File: config.mk
export PLATFORM = sky130hd
export DESIGN_NAME = isr_seq_top
export DESIGN_NICKNAME = d
export VERILOG_FILES = /design/src/rtl/isr_seq_pkg.sv /design/src/rtl/isr_seq_fsm.sv /design/src/rtl/isr_seq_stack.sv /design/src/rtl/isr_seq_pcgen.sv /design/src/rtl/isr_seq_top.sv
export SDC_FILE = /design/constraint.sdc
export NUM_CORES = 1
export LEC_CHECK = 0
export BUFFER_PORTS_ARGS = -buffer_cell sky130_fd_sc_hd__buf_4
export CAP_MARGIN = 20
export CORE_MARGIN = 3
export CORE_UTILIZATION = 55
export DETAILED_ROUTE_END_ITERATION = 7
export HOLD_SLACK_MARGIN = 0.12
export PLACE_DENSITY = 0.84
export SKIP_CTS_REPAIR_TIMING = 1
export SLEW_MARGIN = 30
export SYNTH_ARGS = -nofsm -noshare
export SYNTH_HDL_FRONTEND = slang
export SYNTH_HIERARCHICAL = 1
export SYNTH_SLANG_ARGS = --single-unit
File: constraint.sdc
create_clock -name clk -period 7 [get_ports clk]
set_clock_uncertainty 0.1 [all_clocks]
set_input_delay 1.05 -clock clk [delete_from_list [all_inputs] [get_ports clk]]
set_output_delay 1.05 -clock clk [all_outputs]
set_load 0.03 [all_outputs]
File: src/rtl/isr_seq_pkg.sv
package isr_seq_pkg;

    typedef enum logic [3:0] {
        S_IDLE,
        S_WAIT,
        S_WAKE,
        S_PUSH_LO,
        S_PUSH_HI,
        S_ENT_GAP,
        S_ENT_VEC,
        S_POP_HI,
        S_POP_LO,
        S_RET_CAP,
        S_RET_END
    } seq_state_e;

    typedef struct packed {
        logic we;
        logic re;
        logic dec;
        logic inc;
    } stk_strobe_t;

    // signed offset of the memory access from the captured stack base
    function automatic logic signed [2:0] stk_offset(input seq_state_e st);
        case (st)
            S_PUSH_LO: return 3'sd0;
            S_PUSH_HI: return -3'sd1;
            S_POP_HI:  return 3'sd1;
            S_POP_LO:  return 3'sd2;
            default:   return 3'sd0;
        endcase
    endfunction

    function automatic stk_strobe_t stk_strobes(input seq_state_e st);
        stk_strobe_t s;
        s = '0;
        case (st)
            S_PUSH_LO, S_PUSH_HI: begin s.we = 1'b1; s.dec = 1'b1; end
            S_POP_HI,  S_POP_LO:  begin s.re = 1'b1; s.inc = 1'b1; end
            default: ;
        endcase
        return s;
    endfunction

    function automatic logic [31:0] vec_word(input logic [31:0] idx,
                                             input logic [31:0] spacing);
        return idx * spacing;
    endfunction

    function automatic logic seq_active(input seq_state_e st);
        return (st != S_IDLE) && (st != S_WAIT);
    endfunction

endpackage

File: src/rtl/isr_seq_fsm.sv
module isr_seq_fsm
    import isr_seq_pkg::*;
#(
    parameter int WAKE_CYC = 4
) (
    input  logic       clk,
    input  logic       rst,
    input  logic       irq_req,
    input  logic       ret_req,
    input  logic       instr_done,
    input  logic       sleeping,
    output seq_state_e state,
    output logic       start_entry,
    output logic       start_return,
    output logic       accept_irq
);
    localparam bit HAS_WAKE = (WAKE_CYC > 0);
    localparam int CW       = (WAKE_CYC > 1) ? $clog2(WAKE_CYC) : 1;
    localparam logic [CW-1:0] WAKE_LAST = CW'(WAKE_CYC - 1);

    seq_state_e     st_q, st_d;
    logic [CW-1:0]  wake_cnt;

    always_comb begin
        st_d = st_q;
        case (st_q)
            S_IDLE: begin
                if (ret_req)
                    st_d = S_POP_HI;
                else if (irq_req) begin
                    if (sleeping && HAS_WAKE) st_d = S_WAKE;
                    else if (instr_done)      st_d = S_PUSH_LO;
                    else                      st_d = S_WAIT;
                end
            end
            S_WAIT:    if (instr_done) st_d = S_PUSH_LO;
            S_WAKE:    if (wake_cnt == WAKE_LAST) st_d = S_PUSH_LO;
            S_PUSH_LO: st_d = S_PUSH_HI;
            S_PUSH_HI: st_d = S_ENT_GAP;
            S_ENT_GAP: st_d = S_ENT_VEC;
            S_ENT_VEC: st_d = S_IDLE;
            S_POP_HI:  st_d = S_POP_LO;
            S_POP_LO:  st_d = S_RET_CAP;
            S_RET_CAP: st_d = S_RET_END;
            S_RET_END: st_d = S_IDLE;
            default:   st_d = S_IDLE;
        endcase
    end

    always_ff @(posedge clk) begin
        if (rst) st_q <= S_IDLE;
        else     st_q <= st_d;
    end

    always_ff @(posedge clk) begin
        if (rst || st_q != S_WAKE) wake_cnt <= '0;
        else                       wake_cnt <= wake_cnt + 1'b1;
    end

    assign state        = st_q;
    assign start_entry  = (st_d == S_PUSH_LO);
    assign start_return = (st_q == S_IDLE) && ret_req;
    assign accept_irq   = (st_q == S_IDLE) && irq_req && !ret_req;

endmodule

File: src/rtl/isr_seq_stack.sv
module isr_seq_stack
    import isr_seq_pkg::*;
#(
    parameter int PC_W = 10,
    parameter int SP_W = 16,
    parameter int DW   = 8
) (
    input  logic            clk,
    input  logic            rst,
    input  seq_state_e      state,
    input  logic            start_entry,
    input  logic            start_return,
    input  logic [SP_W-1:0] sp_in,
    input  logic [PC_W-1:0] pc_in,
    output logic            mem_we,
    output logic            mem_re,
    output logic [SP_W-1:0] mem_addr,
    output logic [DW-1:0]   mem_wdata,
    output logic            sp_dec,
    output logic            sp_inc
);
    localparam int EXT_W = 2 * DW;

    logic [SP_W-1:0]  base_q;
    logic [PC_W-1:0]  pc_save_q;
    logic [EXT_W-1:0] pc_ext;
    stk_strobe_t      strb;

    always_ff @(posedge clk) begin
        if (rst) begin
            base_q    <= '0;
            pc_save_q <= '0;
        end else begin
            if (start_entry || start_return) base_q <= sp_in;
            if (start_entry)                 pc_save_q <= pc_in;
        end
    end

    assign pc_ext = EXT_W'(pc_save_q);
    assign strb   = stk_strobes(state);

    always_comb begin
        mem_addr  = base_q + SP_W'(stk_offset(state));
        mem_wdata = (state == S_PUSH_HI) ? pc_ext[DW +: DW] : pc_ext[0 +: DW];
    end

    assign mem_we = strb.we;
    assign mem_re = strb.re;
    assign sp_dec = strb.dec;
    assign sp_inc = strb.inc;

endmodule

File: src/rtl/isr_seq_pcgen.sv
module isr_seq_pcgen
    import isr_seq_pkg::*;
#(
    parameter int PC_W        = 10,
    parameter int VEC_W       = 5,
    parameter int VEC_SPACING = 1,
    parameter int DW          = 8
) (
    input  logic             clk,
    input  logic             rst,
    input  seq_state_e       state,
    input  logic             accept_irq,
    input  logic [VEC_W-1:0] vec_idx,
    input  logic [DW-1:0]    mem_rdata,
    output logic             pc_load,
    output logic [PC_W-1:0]  pc_load_val,
    output logic             gie_set,
    output logic             done
);
    logic [VEC_W-1:0] idx_q;
    logic [DW-1:0]    hi_q, lo_q;
    logic [PC_W-1:0]  vec_pc, ret_pc;

    always_ff @(posedge clk) begin
        if (rst) begin
            idx_q <= '0;
            hi_q  <= '0;
            lo_q  <= '0;
        end else begin
            if (accept_irq)           idx_q <= vec_idx;
            // read data lags the read strobe by one cycle
            if (state == S_POP_LO)    hi_q  <= mem_rdata;
            if (state == S_RET_CAP)   lo_q  <= mem_rdata;
        end
    end

    assign vec_pc = PC_W'(vec_word(32'(idx_q), 32'(VEC_SPACING)));
    assign ret_pc = PC_W'({hi_q, lo_q});

    assign done        = (state == S_ENT_VEC) || (state == S_RET_END);
    assign pc_load     = done;
    assign gie_set     = (state == S_RET_END);
    assign pc_load_val = gie_set ? ret_pc : vec_pc;

endmodule

File: src/rtl/isr_seq_top.sv
module isr_seq_top
    import isr_seq_pkg::*;
#(
    parameter int PC_W        = 10,
    parameter int SP_W        = 16,
    parameter int VEC_W       = 5,
    parameter int VEC_SPACING = 1,
    parameter int WAKE_CYC    = 4
) (
    input  logic             clk,
    input  logic             rst,
    input  logic             irq_req,
    input  logic [VEC_W-1:0] vec_idx,
    input  logic             ret_req,
    input  logic             instr_done,
    input  logic             sleeping,
    input  logic [PC_W-1:0]  pc_in,
    input  logic [SP_W-1:0]  sp_in,
    input  logic [7:0]       mem_rdata,
    output logic             busy,
    output logic             done,
    output logic             pc_load,
    output logic [PC_W-1:0]  pc_load_val,
    output logic             gie_set,
    output logic             mem_we,
    output logic             mem_re,
    output logic [SP_W-1:0]  mem_addr,
    output logic [7:0]       mem_wdata,
    output logic             sp_dec,
    output logic             sp_inc
);
    localparam int DW = 8;

    seq_state_e state;
    logic       start_entry, start_return, accept_irq;

    isr_seq_fsm #(.WAKE_CYC(WAKE_CYC)) u_fsm (
        .clk          (clk),
        .rst          (rst),
        .irq_req      (irq_req),
        .ret_req      (ret_req),
        .instr_done   (instr_done),
        .sleeping     (sleeping),
        .state        (state),
        .start_entry  (start_entry),
        .start_return (start_return),
        .accept_irq   (accept_irq)
    );

    isr_seq_stack #(.PC_W(PC_W), .SP_W(SP_W), .DW(DW)) u_stack (
        .clk          (clk),
        .rst          (rst),
        .state        (state),
        .start_entry  (start_entry),
        .start_return (start_return),
        .sp_in        (sp_in),
        .pc_in        (pc_in),
        .mem_we       (mem_we),
        .mem_re       (mem_re),
        .mem_addr     (mem_addr),
        .mem_wdata    (mem_wdata),
        .sp_dec       (sp_dec),
        .sp_inc       (sp_inc)
    );

    isr_seq_pcgen #(.PC_W(PC_W), .VEC_W(VEC_W), .VEC_SPACING(VEC_SPACING), .DW(DW)) u_pcgen (
        .clk          (clk),
        .rst          (rst),
        .state        (state),
        .accept_irq   (accept_irq),
        .vec_idx      (vec_idx),
        .mem_rdata    (mem_rdata),
        .pc_load      (pc_load),
        .pc_load_val  (pc_load_val),
        .gie_set      (gie_set),
        .done         (done)
    );

    assign busy = seq_active(state);

endmodule

==> reports/qor.yml <==
status: "completed"
max_cap_violations: 0
clock_path_buffers: 2
drtPass1Iterations: 4
ys_types: 60
clk_pin_slew_ns: 0.09
start_util: 0.579
area_delta_synth_final_pct: 23.6
cts_tree: "yes"
grt_antenna_before_repair: 0
grt_pass1_vias: 2580
startpoint_type: "flip-flop"
fin_crit_sh: 0.644
syn_avg_cell_area_um2: 8.54
fp.dieArea_um2: 6400
syn_nets: 415
power.leakage_nw: 1.70
dr_wl_met2_mm: 3.40
p_per_area_nw_per_um2: 335
cp.arrival_ns: 3.35
vias_per_cell: 5.42
regArea_um2: 941
io_buffers: 86
cp_data_required_time_ns: 5.85
cts_root_buf: "clkbuf_8"
switching_share: 0.456
yosysWarnings: 6
critPathSlowestCell: "dfxtp_1"
top_layer_used: "met4"
row_count: 26
drtIter0Drc: 100
multi_input_area_um2: 1930
crit_chain: "nand2b_1 -> nor2_4 -> ha_1 -> and3_4 -> a22o_4 -> or4_1 -> nor2_1 -> a311oi_1 -> buf_4"
h-tree-depth: 2
ios: 87
wl_met1_mm: 3.03
layout_commonest_cell: "buf_4"
cts_buffers: 5
comb_power_share: 0.582
hold_viol: 0
fin_tns_setup_ns: 0
yosysSeqAreaShare: 0.312
routed_wl_mm: 6.91
p_int_w: 0.000678
syn_inst: 353
via_count: 2689
p_seq_frac: 0.290
fp.dieW_um: 80.0
async_flop_share: 0
core_um2: 5200
slew_violations: 0
final_nets: 487
power.net_switching_w: 0.000569
grt_pass1_wl_mm: 11.5
finalInstanceArea_um2: 3720
setup_viol: 0
crit_type: "reg2out"
final.setup.worst_slack_ns: 2.50
drcViolationCount: 0
wl_met3_um: 410
post-route-min-period_ns: 4.50
grt_max_degree: 55
relSlewSlack: 0.371
cts.sinks: 47
place_ws_ns: 2.87
drive_gt1_frac: 0.277
hpwl_mm: 5.21
fillers: 439
ir_drop_uv: 171
grtUsageTotal: 0.223
synth_area_um2: 3010
rrSetupSlack_ns: 4.11
ys_seq_elements: 47
placed_area_um2: 3630
power.total_w: 0.00125
antenna_left: 0
cp_max_fo: 22
hp-class: "reg2reg"
rsz0062_at_grt: "false"
final_cell_mix: "buf_4, nand2_1, dfxtp_1, a21oi_1, mux2i_1"
gp_congestion: 0.859
power.share.clock: 0.128
synth_edf_count: 0
grt_overflow_total: 0
wl_per_cell_um: 13.9
worstMarginPinSlew_ns: 0.936
end_kind: "primary output"
die_h_um: 80.0
antenna_cells: 0
insertion_delay_ns: 0.30
ys.flop_type: "dfxtp_1"
max_stage_delay_ns: 0.66
max_freq_mhz: 222
==> cells by family after synthesis <==
| kind of cell | Yosys count | share of synthesized area |
|---|---|---|
| AND/OR/NAND/NOR | 147 | 0.259 |
| AO/OA/AOI/OAI | 68 | 0.154 |
| flip-flops | 47 | 0.312 |
| multiplexers | 33 | 0.118 |
| buffers and inverters | 30 | 0.0519 |
| adder cells (fa/ha/maj) | 17 | 0.0731 |
| XOR/XNOR | 11 | 0.0320 |
==> Yosys cell counts (all sizes together) (2+ instances only) <==
cell type  count  area, um^2
nand2         47         176
nor2b         10        70.1
o21a           2        15.0
ha            16         200
and3           4        30.0
nor3b          2        15.0
a21oi         31         163
buf           12        88.8
xnor2          8        70.1
inv            9        33.8
nand3          8        40.0
dfxtp         47         941
xor2           3        26.3
o22ai          2        12.5
o21ai          4        20.0
and4bb         2        25.0
o211a          2        20.0
nor2          27         109
o31ai          2        15.0
a21o           8        60.1
a211oi         3        27.5
a211o          2        17.5
mux2i         26         260
nor4           5        43.8
clkbuf         9        33.8
and2           6        38.8
nor3           4        20.0
mux2           7        93.8
or3            4        25.0
or2            2        12.5
nand2b        21         131
==> cell type report <==
cell class,instances,area share
Tap cell,70,0.0235
Sequential cell,47,0.253
Clock inverter,3,0.00538
Inverter,9,0.00907
Clock buffer,5,0.0185
Multi-Input combinational cell,276,0.517
Timing Repair Buffer,86,0.173
==> state kept, by name (all words and copies together) (netlist names) <==
name and count:
u_fsm/state 4, u_fsm/wake_cnt 2, u_pcgen/hi_q 2, u_pcgen/idx_q 5
u_pcgen/lo_q 8, u_stack/base_q 16, u_stack/pc_save_q 10
==> final timing paths <==
kind,start,endpoint,depth (start not counted)
setup reg to reg,u_fsm/state[1],u_stack/base_q[9],7
setup / recovery,u_fsm/state[2],mem_addr[14],9
hold reg to reg,u_fsm/wake_cnt[0],u_fsm/wake_cnt[0],1
hold / removal,u_fsm/wake_cnt[0],u_fsm/wake_cnt[0],1
==> worst max-delay path: cells and delay by family, from the launching register on <==
family / cells / cell delay, ns
AND/OR/NAND/NOR: 5 / 1.47
flip-flops: 1 / 0.66
adder cells (fa/ha/maj): 1 / 0.42
AO/OA/AOI/OAI: 2 / 0.31
buffers and inverters: 1 / 0.18
==> per-stage QoR <==
| stage | hold WS [ns] | util | std cells |
|---|---|---|---|
| 2_1_floorplan | 0.305 | - | 353 |
| 3_5_place_dp | 0.330 | 0.698 | 488 |
| 5_1_grt | 0.371 | 0.715 | 496 |
| 4_1_cts | 0.342 | 0.715 | 496 |
| 6_report | 0.339 | 0.715 | 496 |
| 3_3_place_gp | 0.315 | 0.698 | 488 |
==> layer usage <==
metal,GRT usage,vias up
li1,-,1375
met1,0.278,1241
met2,0.381,67
met3,0.0576,6
met4,0.0574,0
met5,0,-
==> power groups by stage <==
stage	combinational [W]	sequential, W	clock, W
2_1_floorplan	0.000548	0.000349	0
3_3_place_gp	0.000709	0.000363	0
3_5_place_dp	0.000721	0.000366	0
4_1_cts	0.000725	0.000361	0.000166
5_1_grt	0.000795	0.000369	0.000179
6_report	0.000726	0.000362	0.000160
Note: power is estimated with default switching activity, not from simulation.
